**config.mk**
```make
export PLATFORM = sky130hd
export DESIGN_NAME = sine_seq
export DESIGN_NICKNAME = d
export VERILOG_FILES = /design/src/rtl/sine_seq_pkg.sv /design/src/rtl/sine_rom.sv /design/src/rtl/seq_cfg.sv /design/src/rtl/hold_timer.sv /design/src/rtl/phase_step.sv /design/src/rtl/sine_seq.sv
export SDC_FILE = /design/constraint.sdc
export NUM_CORES = 1
export LEC_CHECK = 0
export ABC_AREA = 1
export CAP_MARGIN = 0
export CORE_ASPECT_RATIO = 1.5
export CORE_MARGIN = 10
export CORE_UTILIZATION = 40
export DETAILED_ROUTE_END_ITERATION = 8
export GPL_TIMING_DRIVEN = 0
export SETUP_SLACK_MARGIN = 0.02
export SYNTH_ARGS = -nofsm -noshare
export SYNTH_HDL_FRONTEND = slang
export SYNTH_SLANG_ARGS = --single-unit
```
**constraint.sdc**
```tcl
create_clock -name clk_i -period 3.34 [get_ports clk_i]
set_input_delay 0.835 -clock clk_i [delete_from_list [all_inputs] [get_ports clk_i]]
set_output_delay 0.835 -clock clk_i [all_outputs]
set_load 0.02 [all_outputs]
```
**src/rtl/sine_seq_pkg.sv**
```systemverilog
package sine_seq_pkg;

  // Rational sine approximation over one half period, rounded to nearest.
  function automatic int sine_value(int i, int idx_w, int smp_w);
    int half, j, p, amp, mid, num, den, s;
    half = 1 << (idx_w - 1);
    amp  = (1 << (smp_w - 1)) - 1;
    mid  = 1 << (smp_w - 1);
    j    = i % half;
    p    = j * (half - j);
    num  = 32 * amp * p;
    den  = 5 * half * half - 4 * p;
    s    = (num / den + 1) / 2;
    return (i < half) ? mid + s : mid - s;
  endfunction

endpackage

```
**src/rtl/sine_rom.sv**
```systemverilog
module sine_rom #(
  parameter int IDX_W = 8,
  parameter int SMP_W = 8
) (
  input  logic [IDX_W-1:0] idx_i,
  output logic [SMP_W-1:0] sample_o
);
  import sine_seq_pkg::*;

  localparam int DEPTH = 1 << IDX_W;

  logic [SMP_W-1:0] table_w [DEPTH];

  for (genvar g = 0; g < DEPTH; g++) begin : g_entry
    localparam logic [SMP_W-1:0] VAL = SMP_W'(sine_value(g, IDX_W, SMP_W));
    assign table_w[g] = VAL;
  end

  assign sample_o = table_w[idx_i];

endmodule

```
**src/rtl/seq_cfg.sv**
```systemverilog
module seq_cfg #(
  parameter int IDX_W     = 8,
  parameter int DLY_W     = 16,
  parameter int RES_W     = 3,
  parameter int START_RES = 0,
  parameter int START_DLY = 1,
  parameter int CNT_W     = DLY_W + 3
) (
  input  logic             clk_i,
  input  logic             rst_ni,
  input  logic             load_i,
  input  logic [RES_W-1:0] res_i,
  input  logic [DLY_W-1:0] dly_i,
  output logic [IDX_W-1:0] stride_o,
  output logic [CNT_W-1:0] period_m1_o
);
  localparam int MAX_CODE_I = IDX_W - 3;
  localparam logic [RES_W-1:0] MAX_CODE   = RES_W'(MAX_CODE_I);
  localparam logic [RES_W-1:0] START_CODE =
    RES_W'((START_RES > MAX_CODE_I) ? MAX_CODE_I : START_RES);

  logic [RES_W-1:0] res_q;
  logic [DLY_W-1:0] dly_q;
  logic [CNT_W-1:0] dly_ext;

  always_ff @(posedge clk_i or negedge rst_ni) begin
    if (!rst_ni) begin
      res_q <= START_CODE;
      dly_q <= DLY_W'(START_DLY);
    end else if (load_i) begin
      res_q <= (res_i > MAX_CODE) ? MAX_CODE : res_i;
      dly_q <= dly_i;
    end
  end

  // zero delay stands for 2^DLY_W
  assign dly_ext     = (dly_q == '0) ? (CNT_W'(1) << DLY_W) : CNT_W'(dly_q);
  assign period_m1_o = (dly_ext << 2) + CNT_W'(12);
  assign stride_o    = IDX_W'(1) << res_q;

endmodule

```
**src/rtl/hold_timer.sv**
```systemverilog
module hold_timer #(
  parameter int CNT_W = 19
) (
  input  logic             clk_i,
  input  logic             rst_ni,
  input  logic             restart_i,
  input  logic             run_i,
  input  logic [CNT_W-1:0] period_m1_i,
  output logic             tick_o
);
  logic [CNT_W-1:0] cnt_q;
  logic             at_end;

  assign at_end = (cnt_q == period_m1_i);

  always_ff @(posedge clk_i or negedge rst_ni) begin
    if (!rst_ni)          cnt_q <= '0;
    else if (restart_i)   cnt_q <= '0;
    else if (run_i)       cnt_q <= at_end ? '0 : cnt_q + CNT_W'(1);
  end

  assign tick_o = run_i && !restart_i && at_end;

endmodule

```
**src/rtl/phase_step.sv**
```systemverilog
module phase_step #(
  parameter int IDX_W = 8
) (
  input  logic             clk_i,
  input  logic             rst_ni,
  input  logic             restart_i,
  input  logic             tick_i,
  input  logic [IDX_W-1:0] stride_i,
  output logic [IDX_W-1:0] idx_o,
  output logic             wrap_o
);
  logic [IDX_W-1:0] idx_q, idx_next;
  logic             wrap_q;

  assign idx_next = idx_q + stride_i;

  always_ff @(posedge clk_i or negedge rst_ni) begin
    if (!rst_ni) begin
      idx_q  <= '0;
      wrap_q <= 1'b0;
    end else if (restart_i) begin
      idx_q  <= '0;
      wrap_q <= 1'b0;
    end else begin
      wrap_q <= tick_i && (idx_next == '0);
      if (tick_i) idx_q <= idx_next;
    end
  end

  assign idx_o  = idx_q;
  assign wrap_o = wrap_q;

endmodule

```
**src/rtl/sine_seq.sv**
```systemverilog
module sine_seq #(
  parameter int IDX_W     = 8,
  parameter int SMP_W     = 8,
  parameter int DLY_W     = 16,
  parameter int RES_W     = 3,
  parameter int START_RES = 0,
  parameter int START_DLY = 1
) (
  input  logic             clk_i,
  input  logic             rst_ni,
  input  logic             stop_i,
  input  logic             load_i,
  input  logic [RES_W-1:0] load_res_i,
  input  logic [DLY_W-1:0] load_dly_i,
  output logic [SMP_W-1:0] sample_o,
  output logic             wrap_o
);
  localparam int CNT_W = DLY_W + 3;

  logic [IDX_W-1:0] stride_w;
  logic [CNT_W-1:0] period_m1_w;
  logic [IDX_W-1:0] idx_w;
  logic             tick_w;

  seq_cfg #(
    .IDX_W(IDX_W), .DLY_W(DLY_W), .RES_W(RES_W),
    .START_RES(START_RES), .START_DLY(START_DLY), .CNT_W(CNT_W)
  ) u_cfg (
    .clk_i(clk_i), .rst_ni(rst_ni), .load_i(load_i),
    .res_i(load_res_i), .dly_i(load_dly_i),
    .stride_o(stride_w), .period_m1_o(period_m1_w)
  );

  hold_timer #(.CNT_W(CNT_W)) u_timer (
    .clk_i(clk_i), .rst_ni(rst_ni), .restart_i(load_i), .run_i(!stop_i),
    .period_m1_i(period_m1_w), .tick_o(tick_w)
  );

  phase_step #(.IDX_W(IDX_W)) u_phase (
    .clk_i(clk_i), .rst_ni(rst_ni), .restart_i(load_i), .tick_i(tick_w),
    .stride_i(stride_w), .idx_o(idx_w), .wrap_o(wrap_o)
  );

  sine_rom #(.IDX_W(IDX_W), .SMP_W(SMP_W)) u_rom (
    .idx_i(idx_w), .sample_o(sample_o)
  );

endmodule

```
# After elaboration in Yosys (flattened, before gate mapping)
# Memories as Yosys holds them, arrays and structs flattened.
# Index checks and enable logic that the tools add are counted.
# W data, S select, Z words.
dict set report op_classes {
  n_addsub 3
  n_lt_le_gt_ge 2
  eq_ne 2
  shifts 1
  muxes 10
  n_bitwise 1
  n_reduce_logical 8
}
# cell n
set op_table {}
lappend op_table {{$mux W19} 3}
lappend op_table {{$mux W8} 4}
lappend op_table {{$add A19 B1 Y19 const B} 1}
lappend op_table {{$add A19 B4 Y19 const B} 1}
lappend op_table {{$eq A19 B19 Y1} 1}
lappend op_table {{$mux W17} 1}
lappend op_table {{$logic_not A16 Y1} 1}
lappend op_table {{$ge A9 B9 Y1 const B} 1}
lappend op_table {{$not A8 Y9} 1}
lappend op_table {{$add A8 B8 Y8} 1}
lappend op_table {{$logic_not A8 Y1} 1}
lappend op_table {{$shl A1 B3 Y8 const A} 1}
lappend op_table {{$gt A3 B3 Y1 const B} 1}
lappend op_table {{$logic_and A1 B1 Y1} 3}
lappend op_table {{$mux W3} 1}
lappend op_table {{$logic_not A1 Y1} 2}
lappend op_table {{$ne A2 B1 Y1 const B} 1}
lappend op_table {{$reduce_bool A2 Y1} 1}
lappend op_table {{$mux W1} 1}
dict set report totals {
  regBits 47
  mem_bits_ro 2048
  in_bits 23
  n_memories 1
}
# memory words word_bits read_ports rd_clocked_by_memory_dff write_ports line
set mem_list {}
lappend mem_list {{(name not given)} 256 8 1 0 0 sine_rom.sv:19} ;# assign sample_o = table_w[idx_i];

# Logic depth before layout (Yosys ltp)
# Gate-level depths: netlist of the first run.
dict set report depth {
  depth_word 7
  depth_mapped 15
  ltp_nobuf 15
}

# Cells and area by module
# Synthesis of the first run repeated with hierarchy kept, for this count alone.
dict set report hier_totals {
  cells_unflattened 963
  area_unflattened_um2 5425.2
}
# mod n_inst cells_each area_per_inst_um2 seq_area_each_um2
set by_module_without_submodules {}
lappend by_module_without_submodules {sine_rom 1 422 1920.6 0.0}
lappend by_module_without_submodules {hold_timer 1 270 1572.8 475.5}
lappend by_module_without_submodules {seq_cfg 1 170 1214.9 476.7}
lappend by_module_without_submodules {phase_step 1 100 713.2 225.2}
lappend by_module_without_submodules {sine_seq 1 1 3.8 0.0}

# Worst setup path before layout of the first run
# Ideal clock, no wire load.
dict set report synth_timing {
  path_type {register to output}
  startpoint {register u_phase.idx_q[1], in the netlist u_phase.idx_o[1]}
  endpoint {output sample_o[2]}
  t_arrival_ns 1.998
  setup_slack_ns 0.507
  stages_incl_launch_ff 13
  n_path_buf 0
  path_cell_list {dfrtp_1 > inv_1 > ha_1 > inv_1 > nand2_1 > nand2_1 > a21oi_1 > o21ai_0 > o211ai_1 > a21oi_1 > o21ai_0 > nand2_1 > nand2_1}
}
dict set report synth_between {
  elab_chain_cells 4
}
# element line
set synth_rtl {}
lappend synth_rtl {{start: declaration} phase_step.sv:12} ;# logic [IDX_W-1:0] idx_q, idx_next;
lappend synth_rtl {{start signal: assignment} phase_step.sv:26} ;# if (tick_i) idx_q <= idx_next;
lappend synth_rtl {{$not A8 Y9 (not written as such)} sine_rom.sv:19}
lappend synth_rtl {{$mem_v2 Z256 W8} --}
lappend synth_rtl {{$mux W8 (not written as such) (2 in series)} sine_rom.sv:19}
lappend synth_rtl {{end: declaration} sine_seq.sv:15} ;# output logic [SMP_W-1:0] sample_o,
# No other way between the ends. The select of a mux whose other input is x is not followed.

# Worst setup path in the final report of the first run
dict set report layout_timing {
  startpoint {register u_phase.idx_q[4], in the netlist u_phase.idx_o[4]}
  endpoint {output sample_o[3]}
}
# The elaborated chain is that of the path after synthesis.

==> run summary, run 1 <==
WL final: 20200 um
DR WL/cell: 18.8 um
Post-DR vias/cell: 5.64
Fillers: 1393
# DRC: 0
GR Overflow Total: 0
Syn Area/Cell: 6.14 sq um
Peak supply drop: 0.277 mV
Pleak: 3.06 nW
Io pins: 32
Initial antenna violation count: 0
Reg power frac: 0.421
Asr flop ratio synth: 1.00
Comb pwr share: 0.175
CTS tree: built
Flip-flop and latch count after synthesis: 47
Global-route wire length before repair: 31900 um
Worst skew pair latency: 0.30 ns
DRT Pass-1 Iters: 5
Die Footprint: 18200 sq um
Wl on met1: 6800 um
HP Class: primary input to asynchronous set/reset pin
Max-slew headroom: 0.572
Area of the multi-input gates: 3610 sq um
Cts bufs inserted: 5
Achievable clock frequency: 304 MHz
Cell Int Power: 1.05 mW
Yosys top cell area share: 0.219
PwrDens: 240 nW/um^2
Sum Neg Setup Slack: 0 ns
Effective utilization at floorplan: 0.406
RSZ-0062 raised after global routing: yes
Fin. max-slew vios: 0
Clk sink count: 47
Ys flop type: dfrtp_1
Die X: 114 um
I/O Buffers: 31
Worst Path Arrival: 2.45 ns
Routed via count: 6038
Synth cell types: 45
Setup violators final: 0
Worst slew pin tran: 0.641 ns
Top cells by area, synth: dfrtp_1, nand2_1, inv_1
FF+latch area: 1190 sq um
Post-Route Skew: 0.00822 ns
Cells along the critical path: clkbuf_1 -> o21ai_0 -> o221ai_2 -> nand4_1 -> o21ai_1 -> inv_1 -> buf_2
WS Path Type: flip-flop to primary output
Final hold viol count: 0
Startpoint types: flip-flop
Area grow syn2layout: 18.3%
Cells after synthesis: 857
Ys Warns: 0
H-tree lvl count: 2
Crit. End Element: primary output
Clock share of power: 0.404
Largest net degree at the start of global routing: 26
Number of diodes: 0
Clock Path Buffers: 2
Die Height: 160 um
CP Data Required Time: 2.50 ns
Max layer used: met4
Syn nets: 904
Synthesized area: 5260 sq um
Tcrit/Tclk final: 0.985
Final min period: 3.29 ns
Critical Path Fanout Max: 10
Routability cong.: 1.01
Count leader, synth: nand2_1
Synth top cells by count: nand2_1, inv_1, nor2_1, nand3_1, o21ai_0
1st-iter DRT viols: 360
GR Util All Layers: 0.220
Switch Pwr: 0.442 mW
Largest stage delay on the critical path: 0.52 ns
Antenna viol nets, final: 0
Layout net count: 958
Clock slew at reported path FFs: 0.07 ns
Num rows: 51
Sw frac: 0.296
Hold Slack: 0.526 ns
Post-synth top area cell: dfrtp_1
Metal2 WL: 10700 um
Number of global-route vias before repair: 6140
HPWL Detailed: 16100 um
Status: finished, final reports clean
Register area share after synthesis: 0.224
Core area: 13000 sq um
Max-cap violations: 0
Met3 WL post-DR: 882 um
Post-synth EDFFs: 0
R2r setup slk: 0.88 ns
Clock root cell: clkbuf_16
Ratio of cells with drive above 1 in the final layout: 0.120
Slowest CP cell: dfrtp_2
area by class of cell:
| cell class | count | share of cell area |
|---|---|---|
| clock buffers | 5 | 0.0201 |
| plain buffers | 27 | 0.0271 |
| repair buffers | 49 | 0.0704 |
| multi-input cells | 665 | 0.580 |
| clock inverters | 3 | 0.00764 |
| well taps | 159 | 0.0320 |
| inverters | 116 | 0.0720 |
| flip-flops and latches | 47 | 0.191 |
worst max-delay path, delay by kind of cell (launching register included):
kind                   cells  cell delay (ns)
DFF                        1             0.52
AOI/OAI and AO/OA          3             0.76
and+or+nand+nor            1             0.16
buffers and inverters      3             0.71
placed cells by master (no fill, tap or decap), types with 11 or more instances in the layout:
master / instances
nand3_1: 70
nand2_1: 217
o22ai_1: 11
o211ai_1: 16
nor2_1: 87
clkdlybuf4s50_1: 23
o21ai_0: 58
dfrtp_1: 41
buf_4: 21
xor2_1: 22
inv_1: 106
nor3_1: 21
o21ai_1: 12
ha_1: 21
nor2_2: 11
nand4_1: 13
a21oi_1: 30
what timing repair did:
item,4_1_cts,5_1_grt
hold buffers,0,0
resized for setup,75,21
pin swaps,5,8
endpoints found under the setup margin,8,5
buffers inserted,13,4
power by group through the flow:
stage	clock [mW]	combinational [mW]	sequential [mW]
after floorplan	0	0.179	0.628
after global placement	0	0.260	0.639
after detailed placement	0	0.265	0.639
after CTS	0.622	0.266	0.628
after global routing	0.637	0.304	0.633
final	0.603	0.262	0.629
routing by layer:
layer  up-vias  track usage
li1       2930            -
met1      2739        0.204
met2       259        0.408
met3       110       0.0246
met4         0        0.189
met5         -            0
cells by family after synthesis:
family,after synthesis,synth area share
and+or+nand+nor,454,0.379
AOI/OAI and AO/OA,153,0.168
buffers and inverters,145,0.111
DFF,47,0.224
xor gates and xnor gates,34,0.0594
adders and majority gates,24,0.0585
through the flow:
stage	worst slack [ns]	instance area, sq um	power [mW]	util	cells
after floorplan	0.507	5260	0.807	-	857
after global placement	-0.876	5770	0.899	0.446	1047
after detailed placement	-0.811	5790	0.904	0.447	1048
after CTS	0.00391	6170	1.52	0.476	1067
after global routing	-0.0140	6220	1.57	0.480	1071
final	0.0512	6220	1.49	0.480	1071
sequential cells by signal (all words and copies together), names as in the netlist:
register / flops
u_cfg.dly_q: 16
u_phase.wrap_o: 1
u_phase.idx_o: 8
u_cfg.res_q: 3
u_timer.cnt_q: 19
worst paths after layout:
kind / from / cells past startpoint / endpoint
worst max-delay path: u_phase.idx_o[4]$_DFFE_PN0P_ / 7 / sample_o[3]
worst min-delay path: rst_ni / 1 / u_cfg.dly_q[4]$_DFFE_PN0P_
worst max register to register: u_cfg.dly_q[0]$_DFFE_PN1P_ / 12 / u_phase.idx_o[1]$_DFFE_PN0P_
worst min register to register: u_cfg.dly_q[15]$_DFFE_PN0P_ / 2 / u_cfg.dly_q[15]$_DFFE_PN0P_
max in group asynchronous: rst_ni / 2 / u_cfg.dly_q[0]$_DFFE_PN1P_
min in group clk_i: u_cfg.dly_q[15]$_DFFE_PN0P_ / 2 / u_cfg.dly_q[15]$_DFFE_PN0P_
(Power assumes the default switching activity.)
==> run 2: changes to the inputs <==
Settings changed: CTS_CLUSTER_SIZE set to 8.
Clock period 3.34 ns to 3.4 ns, I/O delays scaled along.
==> run 2 against run 1 <==
Against the previous run: sequential share of layout area rose by 0.11 points; flip-flop and latch count unchanged; register-to-register slack improved by 0.06 ns; non-clock buffer count decreased by 3; clock-buffer cell count unchanged; critical path type unchanged; sequential power down 2%; final area decreased by 0.58%; critical endpoint unchanged; critical path depth rose by 5; highest routed layer unchanged; first-iteration DRC count is 10% lower.
==> run summary, run 2 (synthesis results as in run 1) <==
RSZ-0062 raised after global routing: yes
I/O Buffers: 31 (unchanged)
GR Overflow Total: 0 (unchanged)
Largest stage delay on the critical path: 0.44 ns (-0.08 ns)
# DRC: 0 (unchanged)
Final min period: 3.39 ns
WS Path Type: flip-flop to primary output
Largest net degree at the start of global routing: 26 (unchanged)
Commonest non-fill, non-tap cell in the layout: nand2_1
Area grow syn2layout: 17.6%
Overall power: 1.47 mW (-1.7%)
Fillers: 1401 (+0.57%)
Crit path buf inv count: 4 (+1)
Reg-to-Reg Start: u_cfg.dly_q[0]$_DFFE_PN1P_
Fin. max-slew vios: 0 (unchanged)
Pre-CTS WS: -0.766 ns (+0.0450 ns)
Cell Int Power: 1.03 mW (-1.8%)
Post-Route Skew: 0.00870 ns (+0.000480 ns)
HP Class: primary input to asynchronous set/reset pin
Peak supply drop: 0.273 mV (-1.5%)
WL final: 20200 um (+0.36%)
Antenna viol nets, final: 0 (unchanged)
Critical path depth: 12 (+5)
Die X: 114 um (unchanged)
Clock root cell: clkbuf_16
1st-iter DRT viols: 324 (-10%)
Hold Slack: 0.542 ns (+0.0167 ns)
Global-route wire length before repair: 32000 um (+0.48%)
CTS tree: built
PwrDens: 237 nW/um^2 (-1.1%)
CP Data Required Time: 2.55 ns (+0.05 ns)
Layout net count: 955 (-0.31%)
Max-slew headroom: 0.579 (+0.00648)
Achievable clock frequency: 295 MHz
Critical Path Fanout Max: 4 (-6)
DRT Pass-1 Iters: 5 (unchanged)
Effective utilization at floorplan: 0.406 (unchanged)
R2r setup slk: 0.94 ns (+0.06 ns)
Number of diodes: 0 (unchanged)
Comb pwr share: 0.175 (about the same)
Dpl cells: 1048 (unchanged)
Max-cap violations: 0 (unchanged)
Die Height: 160 um (unchanged)
Clock share of power: 0.404 (about the same)
Io pins: 32 (unchanged)
Status: finished, final reports clean
Most frequent cells in the layout: nand2_1, inv_1, nor2_1, nand3_1, o21ai_0
Pleak: 3.06 nW (about the same)
Sw frac: 0.297 (+0.000644)
Ratio of cells with drive above 1 in the final layout: 0.111 (-0.00841)
Top reg by flops: u_timer.cnt_q
Critical Path Start: u_phase.idx_o[0]$_DFFE_PN0P_
Slowest CP cell: dfrtp_2
Max reg flops: 19 (unchanged)
H-tree lvl count: 2 (unchanged)
Setup violators final: 0 (unchanged)
Die Footprint: 18200 sq um (unchanged)
Cells along the critical path: buf_4 -> buf_4 -> ha_1 -> nor2_2 -> nor2_1 -> nand2_1 -> nand2_1 -> o221ai_2 -> nand4_1 -> o21ai_0 -> inv_1 -> clkdlybuf4s15_2
Num rows: 51 (unchanged)
Startpoint types: flip-flop
Sum Neg Setup Slack: 0 ns (unchanged)
Cts bufs inserted: 5 (unchanged)
GR Util All Layers: 0.221 (+0.00123)
Reg2Reg Depth: 12 (unchanged)
Hold buffers post-CTS: 0 (unchanged)
Routability cong.: 1.01 (unchanged)
Reg power frac: 0.420 (about the same)
Worst slew pin tran: 0.632 ns (-0.00971 ns)
Reg-to-Reg End: u_phase.idx_o[1]$_DFFE_PN0P_
Worst skew pair latency: 0.30 ns (about the same)
Switch Pwr: 0.436 mW (-1.5%)
Core area: 13000 sq um (unchanged)
Tcrit/Tclk final: 0.997
Post-DR vias/cell: 5.62 (-0.33%)
Fin worst setup slack: 0.00935 ns (-0.0419 ns)
Initial antenna violation count: 0 (unchanged)
Critical Path End: sample_o[3]
HPWL Detailed: 16100 um (unchanged)
Final instance area: 6190 sq um (-0.58%)
Routed via count: 6001 (-0.61%)
Core Util, Final: 0.478 (-0.00280)
Clock Path Buffers: 2 (unchanged)
DP Area: 5790 sq um (unchanged)
Cell Count, Final, Fillers Out: 1068 (-0.28%)
Delay-heaviest family, CP: buffers and inverters
Final hold viol count: 0 (unchanged)
Clk sink count: 47 (unchanged)
Crit. End Element: primary output
Worst Path Arrival: 2.54 ns (+0.09 ns)
Clock slew at reported path FFs: 0.07 ns (about the same)
DR WL/cell: 18.9 um (+0.64%)
Number of global-route vias before repair: 6063 (-1.3%)
[run 2: cell count changes in the layout (fill, tap and decap cells not counted), moves of 2 or more]
cell             change
clkdlybuf4s15_2      +2
inv_2                -2
buf_4                -3
buf_6                -2
inv_1                +2
o21ai_0              +2
[run 2: worst min-delay path by stage]
stage                                  end  slack (ns)
2_1_floorplan  u_cfg.dly_q[15]$_DFFE_PN0P_        0.50
4_1_cts         u_cfg.dly_q[4]$_DFFE_PN0P_        0.55
6_report        u_cfg.dly_q[4]$_DFFE_PN0P_        0.54
3_5_place_dp   u_cfg.dly_q[15]$_DFFE_PN0P_        0.57
3_3_place_gp   u_cfg.dly_q[15]$_DFFE_PN0P_        0.56
5_1_grt         u_cfg.dly_q[4]$_DFFE_PN0P_        0.58
[run 2: power groups by stage]
stage / logic (mW) / clock network, mW / registers, mW
finish: 0.258 / 0.594 / 0.618
global route: 0.299 / 0.626 / 0.621
CTS: 0.261 / 0.611 / 0.617
detailed placement: 0.260 / 0 / 0.628
global placement: 0.256 / 0 / 0.627
floorplan: 0.175 / 0 / 0.617
[run 2: what timing repair did]
action                                  4_1_cts  5_1_grt
buffers inserted                              9        5
pin swaps                                     0        1
resized for setup                            58       27
hold endpoints to repair                      0        0
endpoints found under the setup margin        8        7
[run 2: cell type report]
class / count / area (sq um) / area share
multi-input cells: 665 / 3590 / 0.580
flip-flops and latches: 47 / 1190 / 0.192
inverters: 116 / 448 / 0.0724
repair buffers: 46 / 422 / 0.0681
well taps: 159 / 199 / 0.0322
plain buffers: 27 / 170 / 0.0275
clock buffers: 5 / 125 / 0.0202
clock inverters: 3 / 47.5 / 0.00768
[run 2: per-layer routing]
metal	vias up	wire, um	GRT usage
met5	-	0	0
met4	0	1630	0.177
met3	102	783	0.0209
met2	234	10900	0.414
met1	2747	6960	0.210
li1	2918	-	-
==> run 3: changes to the inputs <==
Settings changed: SKIP_LAST_GASP set to 1.
==> run 3 against run 2 <==
Against the previous run: the flow now finishes with violations (negative setup slack); core utilization shrank 0.35 points; largest power group unchanged; register-to-register slack about the same; final area is 0.73% lower; power barely moved; sequential power about the same; critical endpoint unchanged.
==> run summary, run 3 (synthesis results as in run 1) <==
Status: finished, violations left
Dpl cells: 1048 (unchanged)
Met3 WL post-DR: 703 um (-10%)
PwrDens: 239 nW/um^2 (+0.71%)
Initial antenna violation count: 0 (unchanged)
Max layer used: met4
HP Class: primary input to asynchronous set/reset pin
Largest net degree at the start of global routing: 26 (unchanged)
Core area: 13000 sq um (unchanged)
Die X: 114 um (unchanged)
Clock root cell: clkbuf_16
Fillers: 1406 (+0.36%)
Largest stage delay on the critical path: 0.52 ns (+0.08 ns)
Final hold viol count: 0 (unchanged)
Commonest non-fill, non-tap cell in the layout: nand2_1
Antenna viol nets, final: 0 (unchanged)
Cts bufs inserted: 5 (unchanged)
WS Path Type: flip-flop to primary output
Peak supply drop: 0.273 mV (about the same)
Post-DR vias/cell: 5.62 (about the same)
H-tree lvl count: 2 (unchanged)
Cell Count, Final, Fillers Out: 1064 (-0.37%)
Worst skew pair latency: 0.30 ns (about the same)
Fin. max-slew vios: 0 (unchanged)
RSZ-0062 raised after global routing: yes
I/O Buffers: 31 (unchanged)
Global-route wire length before repair: 32000 um (unchanged)
Most frequent cells in the layout: nand2_1, inv_1, nor2_1, nand3_1, o21ai_0
Max-slew headroom: 0.584 (+0.00489)
Area grow syn2layout: 16.7%
Clock share of power: 0.404 (about the same)
Routed via count: 5975 (-0.43%)
Switch Pwr: 0.435 mW (about the same)
Overall power: 1.47 mW (about the same)
Post-Route Skew: 0.00806 ns (-0.000645 ns)
Max reg flops: 19 (unchanged)
Number of global-route vias before repair: 6063 (unchanged)
Area of the multi-input gates: 3580 sq um (-0.21%)
Metal2 WL: 10900 um (+0.63%)
Max-cap violations: 0 (unchanged)
DR WL/cell: 19.0 um (+0.56%)
Critical Path Fanout Max: 10 (+6)
Violated checks: negative setup slack
Slowest CP cell: dfrtp_2
Routability cong.: 1.01 (unchanged)
Fin worst setup slack: -0.0224 ns (-0.0317 ns)
Num rows: 51 (unchanged)
Wl on met1: 7070 um (+1.6%)
Pleak: 3.03 nW (-0.79%)
Cell Int Power: 1.03 mW (about the same)
# DRC: 0 (unchanged)
Die Footprint: 18200 sq um (unchanged)
GR Overflow Total: 0 (unchanged)
CP Data Required Time: 2.55 ns (about the same)
Reg power frac: 0.421 (about the same)
Achievable clock frequency: 292 MHz (-0.93%)
GR Util All Layers: 0.221 (unchanged)
FF+latch area: 1190 sq um (unchanged)
Clock slew at reported path FFs: 0.07 ns (about the same)
HPWL Detailed: 16100 um (unchanged)
Die Height: 160 um (unchanged)
Comb pwr share: 0.175 (about the same)
1st-iter DRT viols: 362 (+12%)
Layout net count: 951 (-0.42%)
Crit. End Element: primary output
Cells along the critical path: inv_2 -> clkbuf_1 -> nand2_1 -> o221ai_2 -> nand4_1 -> o21ai_0 -> inv_1 -> clkdlybuf4s15_2
Effective utilization at floorplan: 0.406 (unchanged)
DRT Pass-1 Iters: 5 (unchanged)
Sw frac: 0.297 (about the same)
Startpoint types: flip-flop
Number of diodes: 0 (unchanged)
Top reg by flops: u_timer.cnt_q
Setup violators final: 1 (+1)
Worst slew pin tran: 0.624 ns (-0.00734 ns)
Clock Path Buffers: 2 (unchanged)
CTS tree: built
Ratio of cells with drive above 1 in the final layout: 0.107 (-0.00393)
Io pins: 32 (unchanged)
Clk sink count: 47 (unchanged)
Tcrit/Tclk final: 1.01 (+0.00933)
Final min period: 3.42 ns (+0.0317 ns)
Worst Path Arrival: 2.57 ns (+0.03 ns)
WL final: 20300 um (+0.18%)
run 3: cell count changes in the layout (fill, tap and decap cells not counted), sizes merged:
cell and delta:
buf -5, clkbuf +1, clkdlybuf4s15 -1, dlygate4sd2 +1
run 3: power by group through the flow:
stage,combinational (mW),sequential [mW],clock [mW]
floorplan,0.175,0.617,0
detailed placement,0.260,0.628,0
global route,0.299,0.621,0.626
CTS,0.261,0.617,0.611
global placement,0.256,0.627,0
finish,0.257,0.617,0.594
run 3: worst max-delay path: cells and delay by family, from the launching register on:
family	cells	cell delay, ns
AND/OR/NAND/NOR	2	0.35
buffers and inverters	4	0.96
flip-flops	1	0.52
AO/OA/AOI/OAI	2	0.43
run 3: cell type report:
| type | count | share of cell area |
|---|---|---|
| Buffer | 27 | 0.0273 |
| Clock buffer | 5 | 0.0204 |
| Clock inverter | 3 | 0.00774 |
| Tap cell | 159 | 0.0324 |
| Sequential cell | 47 | 0.193 |
| Timing Repair Buffer | 42 | 0.0629 |
| Multi-Input combinational cell | 665 | 0.583 |
| Inverter | 116 | 0.0729 |
run 3: path summary, 6_finish.rpt:
check,startpoint,end,slack [ns],depth (start not counted)
max reg2reg,u_cfg.dly_q[0]$_DFFE_PN1P_,u_phase.idx_o[1]$_DFFE_PN0P_,0.95,12
max,u_phase.idx_o[4]$_DFFE_PN0P_,sample_o[3],-0.02,8
min in group clk_i,u_cfg.dly_q[15]$_DFFE_PN0P_,u_cfg.dly_q[15]$_DFFE_PN0P_,0.57,2
min,rst_ni,u_cfg.dly_q[4]$_DFFE_PN0P_,0.54,1
max in group asynchronous,rst_ni,u_cfg.dly_q[0]$_DFFE_PN1P_,2.25,2
min reg2reg,u_cfg.dly_q[15]$_DFFE_PN0P_,u_cfg.dly_q[15]$_DFFE_PN0P_,0.57,2
run 3: timing repair:
action,in CTS,in global routing
setup endpoints to repair,8,7
gates resized for setup,55,23
buffers inserted,9,1
pin swaps,0,2
hold buffers,0,0
run 3: layer usage:
layer / GRT usage / vias to the layer above
met5: 0 / -
met4: 0.177 / 0
met3: 0.0209 / 92
met2: 0.414 / 213
met1: 0.210 / 2769
li1: - / 2901
run 3: metrics by stage:
step	setup slack [ns]	area (sq um)	util	hold slack [ns]	setup TNS [ns]
4_1_cts	-0.134	6110	0.472	0.554	-0.270
5_1_grt	-0.104	6140	0.474	0.576	-0.243
2_1_floorplan	0.552	5260	-	0.501	0
6_report	-0.0224	6140	0.474	0.543	-0.0224
3_3_place_gp	-0.831	5770	0.446	0.560	-4.76
3_5_place_dp	-0.766	5790	0.447	0.570	-3.75
